--- src/rtl/clkgen_pkg.sv ---
package clkgen_pkg;
  typedef enum logic [1:0] {
    ST_DOWN = 2'd0,
    ST_HOLD = 2'd1,
    ST_RUN  = 2'd2
  } pwr_state_e;

  typedef enum logic [1:0] {
    SRC_ALIGN = 2'd0,
    SRC_PLL   = 2'd1,
    SRC_REF   = 2'd2
  } src_e;

  function automatic int unsigned max2(input int unsigned a, input int unsigned b);
    return (a > b) ? a : b;
  endfunction
endpackage

--- src/rtl/cg_sync.sv ---
module cg_sync #(
  parameter int unsigned WIDTH  = 1,
  parameter int unsigned STAGES = 2
) (
  input  logic             clk_i,
  input  logic             rst_ni,
  input  logic [WIDTH-1:0] d_i,
  output logic [WIDTH-1:0] q_o
);
  for (genvar g = 0; g < STAGES; g++) begin : g_stage
    logic [WIDTH-1:0] q;
    if (g == 0) begin : g_first
      always_ff @(posedge clk_i or negedge rst_ni) begin
        if (!rst_ni) q <= '0;
        else         q <= d_i;
      end
    end else begin : g_next
      always_ff @(posedge clk_i or negedge rst_ni) begin
        if (!rst_ni) q <= '0;
        else         q <= g_stage[g-1].q;
      end
    end
  end

  assign q_o = g_stage[STAGES-1].q;
endmodule

--- src/rtl/cg_power_fsm.sv ---
module cg_power_fsm
  import clkgen_pkg::*;
#(
  parameter int unsigned STOP_MAX_CYC = 10000,
  parameter int unsigned RUN_MIN_CYC  = 10000
) (
  input  logic       clk_i,
  input  logic       rst_ni,
  input  logic       pd_n_s_i,
  input  logic       stop_n_s_i,
  input  logic [2:0] mode_s_i,
  output pwr_state_e state_o,
  output pwr_state_e state_next_o,
  output logic [2:0] mode_o,
  output logic       stop_long_o,
  output logic       stop_early_o
);
  localparam int unsigned DW_LIM = max2(STOP_MAX_CYC, RUN_MIN_CYC);
  localparam int unsigned DW_W   = $clog2(DW_LIM + 1);
  localparam logic [DW_W-1:0] DW_TOP     = DW_W'(DW_LIM);
  localparam logic [DW_W-1:0] STOP_LIM   = DW_W'(STOP_MAX_CYC);
  localparam logic [DW_W-1:0] RUN_LIM_M1 = DW_W'(RUN_MIN_CYC - 1);

  pwr_state_e      state_q, state_d;
  logic [2:0]      mode_q;
  logic [DW_W-1:0] dwell_q;
  logic            from_hold_q, early_q;

  // power-down outranks stop
  always_comb begin
    if (!pd_n_s_i)        state_d = ST_DOWN;
    else if (!stop_n_s_i) state_d = ST_HOLD;
    else                  state_d = ST_RUN;
  end

  always_ff @(posedge clk_i or negedge rst_ni) begin
    if (!rst_ni) begin
      state_q     <= ST_DOWN;
      mode_q      <= '0;
      dwell_q     <= '0;
      from_hold_q <= 1'b0;
      early_q     <= 1'b0;
    end else begin
      state_q <= state_d;
      mode_q  <= mode_s_i;
      if (state_d != state_q)  dwell_q <= '0;
      else if (dwell_q != DW_TOP) dwell_q <= dwell_q + DW_W'(1);
      if (state_d == ST_RUN && state_q != ST_RUN)
        from_hold_q <= (state_q == ST_HOLD);
      // dwell_q holds run length minus one on the exit edge
      if (state_d == ST_HOLD && state_q != ST_HOLD)
        early_q <= (state_q == ST_RUN) && from_hold_q && (dwell_q < RUN_LIM_M1);
      else if (state_d != ST_HOLD)
        early_q <= 1'b0;
    end
  end

  assign state_o      = state_q;
  assign state_next_o = state_d;
  assign mode_o       = mode_q;
  assign stop_long_o  = (state_q == ST_HOLD) && (dwell_q >= STOP_LIM);
  assign stop_early_o = early_q;

  assert_down_priority_R3: assert property (@(posedge clk_i) disable iff (!rst_ni)
    !pd_n_s_i |=> state_q == ST_DOWN);

  assert_long_holds_R11: assert property (@(posedge clk_i) disable iff (!rst_ni)
    (stop_long_o && state_d == ST_HOLD) |=> stop_long_o);

  assert_early_stable_R12: assert property (@(posedge clk_i) disable iff (!rst_ni)
    (state_q == ST_HOLD && $past(state_q) == ST_HOLD) |-> $stable(stop_early_o));
endmodule

--- src/rtl/cg_settle_timer.sv ---
module cg_settle_timer
  import clkgen_pkg::*;
#(
  parameter int unsigned MULT_W           = 2,
  parameter int unsigned STOP_SETTLE_CYC  = 20,
  parameter int unsigned MULT_SETTLE_CYC  = 100000,
  parameter int unsigned PWRUP_SETTLE_CYC = 300000
) (
  input  logic              clk_i,
  input  logic              rst_ni,
  input  pwr_state_e        state_i,
  input  pwr_state_e        state_next_i,
  input  logic [MULT_W-1:0] mult_s_i,
  output logic              settled_o
);
  localparam int unsigned CNT_LIM =
    max2(max2(STOP_SETTLE_CYC, MULT_SETTLE_CYC), PWRUP_SETTLE_CYC);
  localparam int unsigned CNT_W = $clog2(CNT_LIM + 1);
  localparam logic [CNT_W-1:0] STOP_L  = CNT_W'(STOP_SETTLE_CYC);
  localparam logic [CNT_W-1:0] MULT_L  = CNT_W'(MULT_SETTLE_CYC);
  localparam logic [CNT_W-1:0] PWRUP_L = CNT_W'(PWRUP_SETTLE_CYC);

  logic [MULT_W-1:0] mult_q;
  logic [CNT_W-1:0]  cnt_q, load_val;
  logic              load, mult_chg;

  assign mult_chg = (mult_s_i != mult_q);

  // overlapping events keep the longest remaining interval
  always_comb begin
    load     = 1'b0;
    load_val = '0;
    if (state_i == ST_DOWN && state_next_i != ST_DOWN) begin
      load = 1'b1;
      if (PWRUP_L > load_val) load_val = PWRUP_L;
    end
    if (state_i == ST_HOLD && state_next_i == ST_RUN) begin
      load = 1'b1;
      if (STOP_L > load_val) load_val = STOP_L;
    end
    if (mult_chg && state_next_i != ST_DOWN) begin
      load = 1'b1;
      if (MULT_L > load_val) load_val = MULT_L;
    end
  end

  always_ff @(posedge clk_i or negedge rst_ni) begin
    if (!rst_ni) begin
      mult_q <= '0;
      cnt_q  <= '0;
    end else begin
      mult_q <= mult_s_i;
      if (state_next_i == ST_DOWN) cnt_q <= '0;
      else if (load)               cnt_q <= (load_val > cnt_q) ? load_val : cnt_q;
      else if (cnt_q != '0)        cnt_q <= cnt_q - CNT_W'(1);
    end
  end

  assign settled_o = (state_i == ST_RUN) && (cnt_q == '0);

  assert_mult_unsettle_R10: assert property (@(posedge clk_i) disable iff (!rst_ni)
    (mult_chg && state_next_i != ST_DOWN) |=> !settled_o);

  assert_powerup_unsettle_R9: assert property (@(posedge clk_i) disable iff (!rst_ni)
    (state_i == ST_DOWN && state_next_i != ST_DOWN) |=> !settled_o);
endmodule

--- src/rtl/cg_out_decode.sv ---
module cg_out_decode
  import clkgen_pkg::*;
(
  input  pwr_state_e state_i,
  input  logic [2:0] mode_i,
  output src_e       src_o,
  output logic       hiz_o,
  output logic       park_gnd_o,
  output logic       park_stop_o
);
  always_comb begin
    src_o       = SRC_ALIGN;
    hiz_o       = 1'b0;
    park_gnd_o  = 1'b0;
    park_stop_o = 1'b0;
    unique case (state_i)
      ST_HOLD: park_stop_o = 1'b1;
      ST_RUN: begin
        unique case (mode_i)
          3'b000:  src_o = SRC_ALIGN;
          3'b100:  src_o = SRC_PLL;
          3'b110:  src_o = SRC_REF;
          default: hiz_o = 1'b1;   // board test and reserved codes
        endcase
      end
      default: park_gnd_o = 1'b1;
    endcase
  end
endmodule

--- src/rtl/clkgen_mode_ctrl.sv ---
module clkgen_mode_ctrl
  import clkgen_pkg::*;
#(
  parameter int unsigned SYNC_STAGES      = 2,
  parameter int unsigned STOP_SETTLE_CYC  = 20,
  parameter int unsigned STOP_MAX_CYC     = 10000,
  parameter int unsigned RUN_MIN_CYC      = 10000,
  parameter int unsigned MULT_SETTLE_CYC  = 100000,
  parameter int unsigned PWRUP_SETTLE_CYC = 300000
) (
  input  logic       clk_i,
  input  logic       rst_ni,
  input  logic [2:0] mode_i,
  input  logic       pd_ni,
  input  logic       stop_ni,
  input  logic [1:0] mult_i,
  output logic [1:0] state_o,
  output logic [1:0] src_sel_o,
  output logic       hiz_o,
  output logic       park_gnd_o,
  output logic       park_stop_o,
  output logic       settled_o,
  output logic       stop_long_o,
  output logic       stop_early_o
);
  localparam int unsigned SYNC_W = 7;

  logic [SYNC_W-1:0] raw_in, sync_out;
  logic [2:0]        mode_s, mode_q;
  logic [1:0]        mult_s;
  logic              pd_s, stop_s;
  pwr_state_e        state_q, state_d;
  src_e              src;

  assign raw_in = {mult_i, mode_i, stop_ni, pd_ni};
  assign {mult_s, mode_s, stop_s, pd_s} = sync_out;

  cg_sync #(.WIDTH(SYNC_W), .STAGES(SYNC_STAGES)) u_sync (
    .clk_i, .rst_ni, .d_i(raw_in), .q_o(sync_out)
  );

  cg_power_fsm #(.STOP_MAX_CYC(STOP_MAX_CYC), .RUN_MIN_CYC(RUN_MIN_CYC)) u_fsm (
    .clk_i, .rst_ni,
    .pd_n_s_i(pd_s), .stop_n_s_i(stop_s), .mode_s_i(mode_s),
    .state_o(state_q), .state_next_o(state_d), .mode_o(mode_q),
    .stop_long_o, .stop_early_o
  );

  cg_settle_timer #(
    .MULT_W(2), .STOP_SETTLE_CYC(STOP_SETTLE_CYC),
    .MULT_SETTLE_CYC(MULT_SETTLE_CYC), .PWRUP_SETTLE_CYC(PWRUP_SETTLE_CYC)
  ) u_timer (
    .clk_i, .rst_ni, .state_i(state_q), .state_next_i(state_d),
    .mult_s_i(mult_s), .settled_o
  );

  cg_out_decode u_dec (
    .state_i(state_q), .mode_i(mode_q), .src_o(src),
    .hiz_o, .park_gnd_o, .park_stop_o
  );

  assign state_o   = state_q;
  assign src_sel_o = src;

  assert_park_onehot_R4: assert property (@(posedge clk_i) disable iff (!rst_ni)
    $onehot0({park_gnd_o, park_stop_o, hiz_o}));

  assert_src_legal_R5: assert property (@(posedge clk_i) disable iff (!rst_ni)
    src_sel_o != 2'd3);
endmodule

--- config.mk ---
export PLATFORM = sky130hd
export DESIGN_NAME = clkgen_mode_ctrl
export DESIGN_NICKNAME = d
export VERILOG_FILES = /design/src/rtl/clkgen_pkg.sv /design/src/rtl/cg_sync.sv /design/src/rtl/cg_power_fsm.sv /design/src/rtl/cg_settle_timer.sv /design/src/rtl/cg_out_decode.sv /design/src/rtl/clkgen_mode_ctrl.sv
export SDC_FILE = /design/constraint.sdc
export NUM_CORES = 1
export LEC_CHECK = 0
export ABC_AREA = 1
export ABC_CLOCK_PERIOD_IN_PS = 3800
export BUFFER_PORTS_ARGS = -buffer_cell sky130_fd_sc_hd__buf_2
export CORE_AREA = 2 2 109 111
export DETAILED_ROUTE_END_ITERATION = 10
export DIE_AREA = 0 0 111 113
export GPL_ROUTABILITY_DRIVEN = 0
export PLACE_DENSITY_LB_ADDON = 0.3
export SYNTH_ARGS = -nofsm -noshare
export SYNTH_HDL_FRONTEND = slang
export SYNTH_SLANG_ARGS = --single-unit
--- constraint.sdc ---
create_clock -name clk_i -period 3.8 [get_ports clk_i]
set_clock_uncertainty 0.1 [all_clocks]
set_input_delay 0.38 -clock clk_i [delete_from_list [all_inputs] [get_ports clk_i]]
set_output_delay 0.38 -clock clk_i [all_outputs]
set_load 0.01 [all_outputs]
======== Word-level counts from Yosys, hierarchy flattened ========
Cells that the tools add are included.
storage, ports and cells
  flip-flop bits (word level) ............. 56
  bits of input ports ..................... 9
  word-level logic and storage cells ...... 74
operators by class
  $add $sub $neg .......................... 2
  order comparisons ....................... 5
  eq/ne operators ......................... 13
  multiplexer cells ....................... 24
  reduce and logical (&&, ||, !) cells .... 21
operators by type and width
  cell                                                                     number
  19-bit two-way mux                                                       9
  14-bit two-way mux                                                       2
  17-bit by 19-bit > comparator with 1-bit output, first input constant    1
  19-bit > comparator                                                      1
  5-bit by 19-bit > comparator with 1-bit output, first input constant     1
  19-bit zero test                                                         1
  19-bit nonzero test                                                      1
  19-bit by 1-bit subtractor with 19-bit output, second input constant     1
  14-bit by 1-bit adder with 14-bit output, second input constant          1
  14-bit >= comparator, second input constant                              1
  14-bit < comparator, second input constant                               1
  14-bit inequality test, second input constant                            1
  1-bit logical AND                                                        9
  1-bit two-way mux                                                        9
  3-bit == test, second input constant                                     2
  2-bit two-way mux                                                        3
  2-bit nonzero test                                                       3
  2-bit by 1-bit == test with 1-bit output, second input constant          2
  2-bit == test, second input constant                                     2
  2-bit zero test                                                          2
  2-bit by 1-bit inequality test with 1-bit output, second input constant  2
  2-bit inequality test                                                    2
  2-bit one-hot mux with 2 select lines                                    1
  3-bit zero test                                                          1
  other kinds (6)                                                          6

======== Logic depth before layout (Yosys ltp) ========
Gate-level depths: netlist of run 1.
  depth in word-level cells ............... 15
  mapped depth ............................ 20

======== By module ========
Synthesis of run 1 repeated with hierarchy kept, for this count alone.
second synthesis, totals
  cells, all modules ...................... 484
  area total of the unflattened synthesis .. 3648.5 um^2
by module, submodules not included
  module           instances  cells an instance  area each (um^2)  seq. area each (um^2)
  cg_settle_timer  1          296                2029.4            525.5
  cg_power_fsm     1          161                1198.6            525.5
  cg_sync          1          14                 350.3             350.3
  cg_out_decode    1          13                 70.1              0.0

======== Least setup slack after synthesis of run 1 ========
OpenSTA, ideal clock, no wires.
  path kind ............................... flip-flop to flip-flop
  start ................................... register u_fsm.state_q[0], in the netlist u_fsm.state_o[0]
  end ..................................... register u_timer.cnt_q[13]
  setup time .............................. 117 ps
  data arrival time ....................... 2145 ps
  required time ........................... 3583 ps
  path slack .............................. 1439 ps
  cell stages (with the launch flop) ...... 17
  period minus slack after synthesis ...... 2361 ps
  cell sequence ........................... dfrtp_1 inv_1 ha_1 nand2_2 nand2_1 ha_1 nand2_1 inv_1 nand2_1 nor2_1 nand3_1 nand3_1 nand2_1 buf_2 buf_4 nand3_1 nand2_1
on the way
  longest elaborated chain between the ends .. 12
RTL lines
  what                                                                                 line                   text
  from (decl)                                                                          cg_power_fsm.sv:24     pwr_state_e state_q, state_d;
  from (signal assigned)                                                               cg_power_fsm.sv:44     state_q <= state_d;
  2-bit zero test                                                                      cg_settle_timer.sv:33  if (state_i == ST_DOWN && state_next_i != ST_DOWN) begin
  1-bit logical AND                                                                    cg_settle_timer.sv:33
  19-bit two-way mux                                                                   cg_settle_timer.sv:33
  5-bit by 19-bit > comparator with 1-bit output                                       cg_settle_timer.sv:39  if (STOP_L > load_val) load_val = STOP_L;
  19-bit two-way mux                                                                   cg_settle_timer.sv:39
  19-bit two-way mux                                                                   cg_settle_timer.sv:37  if (state_i == ST_HOLD && state_next_i == ST_RUN) begin
  17-bit by 19-bit > comparator with 1-bit output                                      cg_settle_timer.sv:43  if (MULT_L > load_val) load_val = MULT_L;
  19-bit two-way mux                                                                   cg_settle_timer.sv:43
  19-bit two-way mux                                                                   cg_settle_timer.sv:41  if (mult_chg && state_next_i != ST_DOWN) begin
  19-bit > comparator / 19-bit two-way mux (equally long branches)                     cg_settle_timer.sv:54  else if (load) cnt_q <= (load_val > cnt_q) ? load_val : cnt_q;
  3-bit inequality test (no source line) / 19-bit two-way mux (equally long branches)  n/a
  2-bit AND reduction (no source line) / 19-bit two-way mux (equally long branches)    n/a
  to (signal assigned)                                                                 cg_settle_timer.sv:54
  to (signal assigned)                                                                 cg_settle_timer.sv:55  else if (cnt_q != '0) cnt_q <= cnt_q - CNT_W'(1);
  to (decl)                                                                            cg_settle_timer.sv:24  logic [CNT_W-1:0] cnt_q, load_val;
Parallel ways exist; a longest one is shown, timed or not. The select of a mux whose other input is x is not followed.
A chain may end at the register's enable or synchronous reset.

======== Worst setup path after layout of run 1 ========
  start ................................... register u_fsm.state_q[1], in the netlist u_fsm.state_o[1]
  end ..................................... register u_timer.cnt_q[18]
Same word-level chain as after synthesis.

==> results.py, run 1 <==
metrics = {
    "setup_path": {
        "critPathLaunch": "u_fsm.state_o[1]$_DFF_PN0_",
        "worst-endpoint-arrival_ps": 3030,
        "cp_data_required_time_ps": 3890,
        "timing.critical_path.fanout_max": 20,
        "reg2reg_slack_ps": 860,
        "rr_worst_depth": 16,
        "classification_of_the_worst_setup_path": "reg2reg",
        "critical_path.reg2reg.endpoint": "u_timer.cnt_q[18]$_DFFE_PN0P_",
        "worstSetupEndpointType": "flip-flop",
        "start_kind": "flip-flop",
        "crit-reg2reg-launch": "u_fsm.state_o[1]$_DFF_PN0_",
    },
    "pwr": {
        "post-layout-total-power_mw": 1.59,
        "power_density_mw_per_mm2": 429,
        "power_leakage_nw": 1.98,
        "worst_ir_drop_vdd_mv": 0.294,
    },
    "die": {
        "rows": 39,
        "die_area_mm2": 0.0125,
        "floorplan.core_area_mm2": 0.0113,
        "die_h_um": 113,
        "pin_count": 19,
        "start_util": 0.296,
        "die_w_um": 111,
    },
    "clock_tree": {
        "tritoncts_clock_tree": "done",
        "clk_path_buf_depth": 2,
        "tritoncts_num_sinks": 56,
        "cts.root.buffer_cell": "clkbuf_16",
        "post-cts-setup-buffers": 0,
        "cts-buffers-inserted": 5,
        "h-tree-depth": 2,
        "cts_hold_repair.buffers": 0,
        "post_cts_resized": 0,
        "clk-insertion-delay-late_ps": 300,
        "clkSlewWorstSetupHoldPaths_ps": 70,
    },
    "final_layout": {
        "multiInputGateArea_mm2": 0.00161,
        "areaGrowthSynthToFinish_pct": 11.2,
        "share_of_cells_above_drive_strength_1": 0.0872,
        "layout.nets": 496,
        "final.fill_count": 1204,
        "antenna_cell_count": 0,
        "register_area_mm2": 0.00140,
        "final_util": 0.329,
    },
    "global_routing": {
        "grt_max_degree": 45,
        "grt_antenna_before_repair": 0,
        "vias_in_the_first_global_route": 2734,
        "grt.total_usage": 0.122,
        "grt_overflow": 0,
        "grt_first_pass_wirelength_mm": 12.8,
    },
    "routing": {
        "drt_drc_violations_left": 0,
        "detail_route.first_pass.iterations": 4,
        "route.detailed.wl_per_inst_um": 11.9,
        "routed_wl_mm": 7.27,
        "vias": 2794,
        "final_antenna_net_count": 0,
        "vias_per_cell": 4.56,
        "drt-initial-drc-count": 170,
    },
    "yosys": {
        "syn_avg_cell_area_um2": 7.44,
        "register_bit_count_reported_by_yosys": 56,
        "yosysWarningCount": 0,
        "synth.net_count": 475,
        "synth_area_mm2": 0.00333,
        "synth_edf_count": 0,
        "seq_area_frac_synth": 0.421,
        "synthFlopType": "dfrtp_1",
        "async_flop_share": 1.00,
        "postSynthCellCount": 448,
        "synth_cell_type_count": 29,
    },
    "timing": {
        "fin_hold_ws_ps": 87.9,
        "grt_setup_unrepaired": "false",
        "report.final.setup_viol": 0,
        "maxSlewHeadroom": 0.379,
        "minimum_period_implied_by_the_final_worst_setup_slack_ps": 2940,
        "timing.final.max_slew_violations": 0,
        "maxClockFrequency_mhz": 340,
        "tightestPinTransition_ps": 932,
        "report.final.hold_viol_count": 0,
        "fin_tns_setup_ps": 0,
        "period_share": 0.774,
    },
    "min_path": {
        "holdCritStartpoint": "stop_ni",
        "timing.hold.worst.class": "in2reg",
        "hold_end": "u_sync.g_stage[0].q[1]$_DFF_PN0_",
        "whs_path_depth": 1,
    },
    "flow_run": {
        "max_cap_violations": 0,
    },
    "outcome": {
        "run_status": "finished clean",
    },
    "placement": {
        "buffer_ports.inserted": 18,
        "place_hpwl_mm": 5.43,
    },
}
==> routing by layer <==
metal / part of all wire / vias up / GRT usage
met5: 0 / - / 0
met2: 0.45 / 56 / 0.200
met3: 0.049 / 8 / 0.0214
met4: 0.014 / 0 / 0.0333
li1: - / 1461 / -
met1: 0.49 / 1269 / 0.167
==> cell type report <==
| type | count | area share |
|---|---|---|
| clock buffer | 6 | 0.0375 |
| clock inverter | 2 | 0.00270 |
| inverter | 67 | 0.0679 |
| multi-input combinational | 318 | 0.435 |
| sequential | 56 | 0.378 |
| tap | 143 | 0.0483 |
| timing repair buffer | 21 | 0.0304 |
==> sequential cells by signal, summed over array words and instances, names as in the netlist <==
| name | flops |
|---|---|
| u_fsm.mode_o | 3 |
| u_fsm.stop_early_o | 1 |
| u_fsm.state_o | 2 |
| u_fsm.from_hold_q | 1 |
| u_timer.cnt_q | 19 |
| u_fsm.dwell_q | 14 |
| u_sync.q_o | 7 |
| u_timer.mult_q | 2 |
| u_sync.g_stage.q | 7 |
==> placed cells by master (no fill, tap or decap) <==
cell and n:
a21oi_1 15, buf_2 18, o21a_1 1, nand3_1 46
o21bai_1 1, a211oi_1 2, nor2_4 1, ha_1 18
nand3b_1 3, nand2_2 5, inv_2 1, o31a_1 1
clkbuf_16 5, nand2_1 119, nor2_1 58, nand3_2 2
nor4_1 1, nor3_1 7, buf_4 3, clkinv_2 2
a21oi_4 1, inv_1 66, dfrtp_1 56, a31oi_1 2
xor2_1 9, o21ai_0 19, clkbuf_8 1, nand4_1 5
or2_2 1, a21boi_2 1
==> cell families (layout without fill, tap and decap cells) <==
group	after synthesis	after routing	synth area share
simple gates	248	248	0.318
buf+inv	74	96	0.0958
flops	56	56	0.421
compound gates	43	43	0.0747
fa+ha+maj	18	18	0.0676
xor+xnor	9	9	0.0237
==> synth_stat cells (all sizes together) (3+ instances only) <==
cell type  instances  area share
a21oi             16       0.027
buf                7       0.020
dfrtp             56        0.42
ha                18       0.068
inv               67       0.075
nand2            124        0.14
nand3             48       0.075
nand3b             3      0.0068
nand4              5      0.0094
nor2              59       0.069
nor3               7       0.011
o21ai             19       0.029
xor2               9       0.024
==> per-stage QoR <==
step                area [µm²]  cells  worst slack, ps
global route              3700    613              504
floorplan                 3330    448             1440
CTS                       3700    613              858
finish                    3700    613              859
global placement          3560    605              917
detailed placement        3560    605              888
==> worst max-delay path: stages, from the launching register on <==
cell      delay (ps)
dfrtp_1          410
inv_1            120
ha_1             210
nand2_2          100
nand2_1          270
nor2_1           120
ha_1             290
nand4_1           90
nor2_1           130
nand3b_1         100
nand2_1           60
inv_1             40
nand2_1           60
buf_4            240
nand2_2          290
nand2_1          160
nand2_1           50
==> power by group <==
group | leakage [nW] | internal [mW] | total, mW | switching (mW)
combinational | 1.18 | 0.146 | 0.435 | 0.288
sequential | 0.721 | 0.639 | 0.685 | 0.0458
clock | 0.0766 | 0.260 | 0.469 | 0.208
==> worst max-delay path by stage <==
stage,end,slack [ps],cells past startpoint
finish,u_timer.cnt_q[18]$_DFFE_PN0P_,860,16
global route,u_timer.cnt_q[2]$_DFFE_PN0P_,500,16
CTS,u_timer.cnt_q[5]$_DFFE_PN0P_,860,16
detailed placement,u_timer.cnt_q[18]$_DFFE_PN0P_,890,16
global placement,u_timer.cnt_q[18]$_DFFE_PN0P_,920,16
floorplan,u_timer.cnt_q[13]$_DFFE_PN0P_,1440,16
No activity file was read; power rests on OpenSTA's default activity.
==> inputs of run 2 (changes only) <==
--- a/config.mk
+++ b/config.mk
@@ -6,7 +6,7 @@
 export NUM_CORES = 1
 export LEC_CHECK = 0
 export ABC_AREA = 1
-export ABC_CLOCK_PERIOD_IN_PS = 3800
+export ABC_CLOCK_PERIOD_IN_PS = 2600
 export BUFFER_PORTS_ARGS = -buffer_cell sky130_fd_sc_hd__buf_2
 export CORE_AREA = 2 2 109 111
 export DETAILED_ROUTE_END_ITERATION = 10
==> constraint.sdc (replaced) <==
create_clock -name clk_i -period 2.6 [get_ports clk_i]
set_clock_uncertainty 0.1 [all_clocks]
set_input_delay 0.26 -clock clk_i [delete_from_list [all_inputs] [get_ports clk_i]]
set_output_delay 0.26 -clock clk_i [all_outputs]
set_load 0.01 [all_outputs]
==> run 2 against run 1 <==
Compared with the run above: the flow now finishes with violations (negative hold slack); clock-buffer cell count unchanged; worst setup slack lost 630 ps; first-iteration DRC count is 23% lower; die area is the same; core utilization rose by 1.7 points; power increased by 55%; via count is 3.6% higher; final cell count rose by 2.1%; sequential power is 46% higher; worst hold slack worse by 110 ps; global-route usage grew 0.54 points; critical path type unchanged; highest routed layer unchanged.
==> results.py, run 2 (synthesis results as in run 1) <==
metrics = {
    "routing": {
        "routed_wl_mm": 7.67,
        "route.detailed.wl_per_inst_um": 12.3,
        "vias_per_cell": 4.62,
        "vias": 2895,
        "drt_drc_violations_left": 0,
        "final_antenna_net_count": 0,
        "drt-initial-drc-count": 131,
        "detail_route.first_pass.iterations": 4,
    },
    "die": {
        "die_w_um": 111,
        "die_h_um": 113,
        "floorplan.core_area_mm2": 0.0113,
        "die_area_mm2": 0.0125,
        "rows": 39,
        "start_util": 0.296,
        "pin_count": 19,
    },
    "timing": {
        "fin_tns_setup_ps": 0,
        "period_share": 0.912,
        "report.final.setup_viol": 0,
        "grt_setup_unrepaired": "false",
        "timing.final.max_slew_violations": 0,
        "worst_slack_ps": 228,
        "maxSlewHeadroom": 0.416,
        "tightestPinTransition_ps": 876,
        "minimum_period_implied_by_the_final_worst_setup_slack_ps": 2370,
        "fin_hold_ws_ps": -21.6,
        "maxClockFrequency_mhz": 422,
        "report.final.hold_viol_count": 38,
    },
    "setup_path": {
        "worst-endpoint-arrival_ps": 2470,
        "worstSetupEndpointType": "flip-flop",
        "rr_worst_depth": 15,
        "timing.critical_path.fanout_max": 10,
        "crit-reg2reg-launch": "u_fsm.state_o[0]$_DFF_PN0_",
        "cp_data_required_time_ps": 2690,
        "critical_path.reg2reg.endpoint": "u_timer.cnt_q[0]$_DFFE_PN0P_",
        "start_kind": "flip-flop",
        "reg2reg_slack_ps": 230,
        "classification_of_the_worst_setup_path": "reg2reg",
    },
    "pwr": {
        "worst_ir_drop_vdd_mv": 0.446,
        "p_comb_frac": 0.288,
        "net-switching-power_mw": 0.831,
        "power_density_mw_per_mm2": 634,
        "sw_frac_of_total": 0.337,
        "p_clk_frac": 0.306,
        "power_leakage_nw": 2.06,
        "power.internal_mw": 1.64,
        "seq_power_share": 0.406,
    },
    "clock_tree": {
        "cts-buffers-inserted": 5,
        "clk_path_buf_depth": 2,
        "cts.root.buffer_cell": "clkbuf_16",
        "clkSlewWorstSetupHoldPaths_ps": 70,
        "h-tree-depth": 2,
        "clk-insertion-delay-late_ps": 300,
        "tritoncts_num_sinks": 56,
        "tritoncts_clock_tree": "done",
    },
    "global_routing": {
        "grt.total_usage": 0.127,
        "vias_in_the_first_global_route": 2857,
        "grt_overflow": 0,
        "grt_antenna_before_repair": 0,
        "grt_first_pass_wirelength_mm": 13.1,
        "grt_max_degree": 41,
    },
    "final_layout": {
        "antenna_cell_count": 0,
        "areaGrowthSynthToFinish_pct": 16.9,
        "layout_commonest_cell": "nand2_1",
        "largest_register_ff_count": 19,
        "layout.nets": 509,
        "final.fill_count": 1161,
        "largest_register": "u_timer.cnt_q",
        "final_util": 0.346,
        "share_of_cells_above_drive_strength_1": 0.120,
        "layout.cells.most_common_list": "nand2_1, inv_1, nor2_1",
        "largestRegisters": "u_timer.cnt_q x19, u_fsm.dwell_q x14",
    },
    "min_path": {
        "timing.hold.worst.class": "in2async",
    },
    "placement": {
        "place_hpwl_mm": 5.77,
        "preCtsSetupSlack_ps": 11.4,
        "buffer_ports.inserted": 18,
    },
    "outcome": {
        "violations": "negative hold slack",
        "run_status": "finished with violations",
    },
    "flow_run": {
        "max_cap_violations": 0,
    },
}
-- run 2: routing by layer --
metal / up-vias / routed length (µm) / track usage
met5: - / 0 / 0
met4: 0 / 87 / 0.0375
met3: 6 / 271 / 0.0252
met2: 44 / 3630 / 0.222
met1: 1359 / 3680 / 0.160
li1: 1486 / - / -
-- run 2: area by class of cell --
type,count,area (µm²),area share
repair buffers,33,233,0.0597
clock inverters,2,35.0,0.00899
flip-flops and latches,56,1400,0.360
clock buffers,6,129,0.0331
multi-input cells,319,1670,0.427
well taps,143,179,0.0459
inverters,67,254,0.0652
-- run 2: critical path: stages (launching register included) --
cell and delay, ps:
dfrtp_1 410, inv_2 90, ha_2 180, nand2_2 120, nand2_4 140, nor2_1 80
ha_1 300, nand3_1 80, nor2_1 130, nand3b_1 110, nand2_1 70, inv_1 60
nand2_4 100, nand2_4 120, nand2_1 120, nand2_1 50
-- run 2: what timing repair did --
action	4_1_cts	5_1_grt
pin swaps	0	2
buffers inserted	0	0
gates resized for setup	1	19
gates cloned	0	1
setup endpoints to repair	2	20
endpoints found under the hold margin	7	0
hold buffers	7	0
-- run 2: per-stage QoR --
step	area (µm²)	power (mW)	hold WS, ps	instances
global route	3900	2.63	71.4	626
CTS	3830	2.45	17.6	625
floorplan	3330	1.50	-136	448
detailed placement	3590	1.67	235	610
global placement	3590	1.67	232	610
finish	3900	2.47	-21.6	626
-- run 2: how the worst max path moves through the flow --
| stage | start | end | slack (ps) | cells past startpoint |
|---|---|---|---|---|
| CTS | u_sync.q_o[5]$_DFF_PN0_ | u_timer.cnt_q[14]$_DFFE_PN0P_ | 10 | 18 |
| global placement | u_sync.q_o[5]$_DFF_PN0_ | u_timer.cnt_q[14]$_DFFE_PN0P_ | 90 | 18 |
| detailed placement | u_sync.q_o[5]$_DFF_PN0_ | u_timer.cnt_q[0]$_DFFE_PN0P_ | 10 | 18 |
| finish | u_fsm.state_o[0]$_DFF_PN0_ | u_timer.cnt_q[0]$_DFFE_PN0P_ | 230 | 15 |
| global route | u_fsm.state_o[0]$_DFF_PN0_ | u_timer.cnt_q[18]$_DFFE_PN0P_ | 40 | 15 |
| floorplan | u_fsm.state_o[0]$_DFF_PN0_ | u_timer.cnt_q[13]$_DFFE_PN0P_ | 240 | 16 |
-- run 2: power by group through the flow --
stage          combinational [mW]  clock, mW  sequential [mW]
6_report                    0.710      0.756             1.00
2_1_floorplan               0.501          0            0.995
3_5_place_dp                0.653          0             1.02
3_3_place_gp                0.650          0             1.02
4_1_cts                     0.669      0.777             1.00
5_1_grt                     0.804      0.817             1.01
==> inputs of run 3 (changes only) <==
--- a/config.mk
+++ b/config.mk
@@ -8,11 +8,12 @@
 export ABC_AREA = 1
 export ABC_CLOCK_PERIOD_IN_PS = 2600
 export BUFFER_PORTS_ARGS = -buffer_cell sky130_fd_sc_hd__buf_2
-export CORE_AREA = 2 2 109 111
+export CORE_AREA = 2 2 114 116
 export DETAILED_ROUTE_END_ITERATION = 10
-export DIE_AREA = 0 0 111 113
+export DIE_AREA = 0 0 116 118
 export GPL_ROUTABILITY_DRIVEN = 0
 export PLACE_DENSITY_LB_ADDON = 0.3
 export SYNTH_ARGS = -nofsm -noshare
 export SYNTH_HDL_FRONTEND = slang
+export SYNTH_HIERARCHICAL = 1
 export SYNTH_SLANG_ARGS = --single-unit
==> run 3 against run 2 <==
Compared with the run above: the flow now finishes without violations; cell area up 11%; worst setup slack worse by 60 ps; die area up 9.1%; clock power down 4.0%; clock-buffer cell count down 1; area after synthesis up 9.5%; power up 18%; sequential power up 6%; final cell count up 12%; register-to-register slack worse by 60 ps; wire length up 8.6%; non-clock buffer count up 9; critical path type unchanged; critical endpoint is now u_timer/cnt_q[2]$_DFFE_PN0P_; largest cell class unchanged; largest power group is now combinational cells; highest routed layer unchanged.
==> results.py, run 3 <==
metrics = {
    "yosys": {
        "synth_top_area_share": 0.384,
        "post-synth-top-count-cell": "nand2_1",
        "synth_area_mm2": 0.00365,
        "async_flop_share": 1.00,
        "synth.net_count": 510,
        "register_bit_count_reported_by_yosys": 56,
        "synth_cell_type_count": 33,
        "synth_edf_count": 0,
        "syn_avg_cell_area_um2": 7.54,
        "postSynthCellCount": 484,
        "seq_area_frac_synth": 0.384,
        "yosysWarningCount": 6,
        "synth_commonest_cells": "nand2_1, nor2_1, inv_1, dfrtp_1, nand3_1",
        "synthFlopType": "dfrtp_1",
        "synth.top_cells.by_area": "dfrtp_1, nand2_1, nor2_1",
        "largest_area_contributor_in_the_synthesized_netlist": "dfrtp_1",
    },
    "setup_path": {
        "classification_of_the_worst_setup_path": "reg2reg",
        "timing.critical_path.mode_cell": "nand2_1",
        "worst-path-buf-inv": 5,
        "timing.critical_path.fanout_max": 8,
        "worstSetupPathDepth": 18,
        "start_kind": "flip-flop",
        "rr_worst_depth": 18,
        "worst-endpoint-arrival_ps": 2570,
        "critical_path_cell_list": "nand2_2, inv_2, nor2_4, inv_2, nand2_4, inv_2, buf_4, ha_1, nand2_1, nand2_1, a21oi_2, nand2_1, nand2_1, nand3_2, nand2_8, clkbuf_16, nand3_2, nand2_1",
        "crit_family": "simple AND/OR/NAND/NOR gates",
        "worstSetupEndpointType": "flip-flop",
        "crit_path_largest_cell_delay_ps": 410,
        "critPathSlowestCell": "dfrtp_1",
        "crit-reg2reg-launch": "u_sync/q_o[0]$_DFF_PN0_",
        "critPathLaunch": "u_sync/q_o[0]$_DFF_PN0_",
        "cp_data_required_time_ps": 2740,
    },
    "die": {
        "pin_count": 19,
        "die_area_mm2": 0.0137,
        "die_h_um": 118,
        "die_w_um": 116,
        "floorplan.core_area_mm2": 0.0124,
        "start_util": 0.294,
        "rows": 41,
    },
    "clock_tree": {
        "clk-insertion-delay-late_ps": 300,
        "tritoncts_clock_tree": "done",
        "cts-buffers-inserted": 5,
        "clk_path_buf_depth": 2,
        "tritoncts_num_sinks": 56,
        "clkSlewWorstSetupHoldPaths_ps": 80,
        "cts.root.buffer_cell": "clkbuf_16",
        "h-tree-depth": 2,
    },
    "timing": {
        "maxClockFrequency_mhz": 411,
        "grt_setup_unrepaired": "false",
        "tightestPinTransition_ps": 427,
        "maxSlewHeadroom": 0.715,
        "timing.final.max_slew_violations": 0,
        "period_share": 0.936,
        "report.final.setup_viol": 0,
        "minimum_period_implied_by_the_final_worst_setup_slack_ps": 2430,
        "report.final.hold_viol_count": 0,
    },
    "placement": {
        "placement.cell_area_mm2": 0.00397,
        "place_hpwl_mm": 6.20,
        "buffer_ports.inserted": 18,
        "numPlacedInstances": 681,
    },
    "final_layout": {
        "share_of_cells_above_drive_strength_1": 0.197,
        "largest_register_ff_count": 19,
        "final.fill_count": 1329,
        "areaGrowthSynthToFinish_pct": 18.2,
        "non_filler_cell_area_final_mm2": 0.00431,
        "layout_commonest_cell": "nand2_1",
        "largest_register": "u_timer/cnt_q",
        "layout.cells.most_common_list": "nand2_1, nor2_1, inv_1",
        "final_cells": 699,
        "layout.nets": 552,
        "antenna_cell_count": 0,
        "largestRegisters": "u_timer/cnt_q x19, u_fsm/dwell_q x14",
    },
    "global_routing": {
        "grt_antenna_before_repair": 0,
        "grt.total_usage": 0.131,
        "grt_overflow": 0,
        "grt_first_pass_wirelength_mm": 14.4,
        "vias_in_the_first_global_route": 3038,
        "grt_max_degree": 34,
    },
    "flow_run": {
        "max_cap_violations": 0,
    },
    "routing": {
        "drt_drc_violations_left": 0,
        "routed_wl_mm": 8.34,
        "final_antenna_net_count": 0,
        "vias": 3118,
        "route.detailed.wl_per_inst_um": 11.9,
        "vias_per_cell": 4.46,
        "detail_route.first_pass.iterations": 4,
        "drt-initial-drc-count": 161,
    },
    "min_path": {
        "timing.hold.worst.class": "in2async",
    },
    "outcome": {
        "run_status": "finished clean",
    },
    "pwr": {
        "power_leakage_nw": 2.16,
        "worst_ir_drop_vdd_mv": 0.350,
        "power_density_mw_per_mm2": 673,
    },
}
## run 3: cell count changes after synthesis, moves of 3 or more
cell,delta
xor2_1,+3
nor2_2,+12
nand4_1,+3
nor2_1,+13
nand2_2,+5
nand3_1,-7
nand3_2,+8
o21ai_0,-13
nand2_4,+5
## run 3: path summary, 6_finish.rpt
check / slack [ps] / endpoint
max in group asynchronous: 1540 / u_fsm/from_hold_q$_DFFE_PN0P_
min in group clk_i: 250 / u_fsm/mode_o[1]$_DFF_PN0_
hold / removal: 210 / u_timer/cnt_q[6]$_DFFE_PN0P_
setup / recovery: 170 / u_timer/cnt_q[2]$_DFFE_PN0P_
setup reg to reg: 170 / u_timer/cnt_q[2]$_DFFE_PN0P_
hold reg to reg: 250 / u_fsm/mode_o[1]$_DFF_PN0_
## run 3: cells by family (layout without fill, tap and decap cells)
| kind of cell | Yosys count | after routing | share of synthesized area |
|---|---|---|---|
| buffers and inverters | 76 | 119 | 0.0964 |
| adders and majority gates | 17 | 17 | 0.0583 |
| and+or+nand+nor | 292 | 292 | 0.379 |
| AOI/OAI and AO/OA | 29 | 29 | 0.0490 |
| xor gates and xnor gates | 14 | 14 | 0.0336 |
| DFF | 56 | 56 | 0.384 |
## run 3: power by group
part	internal [mW]	total (mW)	switching, mW
registers	0.953	1.06	0.107
logic	0.421	1.12	0.696
clock network	0.372	0.726	0.353
## run 3: area by class of cell
cell class | count | area, µm² | area share
Clock inverter | 3 | 28.8 | 0.00667
Tap cell | 172 | 215 | 0.0499
Clock buffer | 5 | 125 | 0.0290
Multi-Input combinational cell | 352 | 1960 | 0.455
Timing Repair Buffer | 42 | 320 | 0.0743
Inverter | 69 | 262 | 0.0606
Sequential cell | 56 | 1400 | 0.325
## run 3: metrics by stage
stage	worst slack, ps	TNS [ps]	util	total power [mW]	hold WS [ps]
2_1_floorplan	148	0	-	1.86	-136
3_3_place_gp	30.6	0	0.320	2.06	-3.91
3_5_place_dp	-56.0	-794	0.320	2.08	-0.238
4_1_cts	16.6	0	0.339	2.83	212
5_1_grt	11.5	0	0.347	3.13	247
6_report	167	0	0.347	2.90	212
## run 3: repair_timing
action / CTS / global route
setup endpoints to repair: 17 / 20
gates cloned: 0 / 1
resized for setup: 3 / 15
hold buffers: 8 / 0
setup buffers: 0 / 1
endpoints found under the hold margin: 30 / 0
pin swaps: 0 / 3
## run 3: metal layers
metal / track usage / share of wire / routed length (µm)
met1: 0.173 / 0.47 / 3960
met2: 0.216 / 0.48 / 4000
met3: 0.0283 / 0.034 / 286
met4: 0.0365 / 0.010 / 86
met5: 0 / 0 / 0
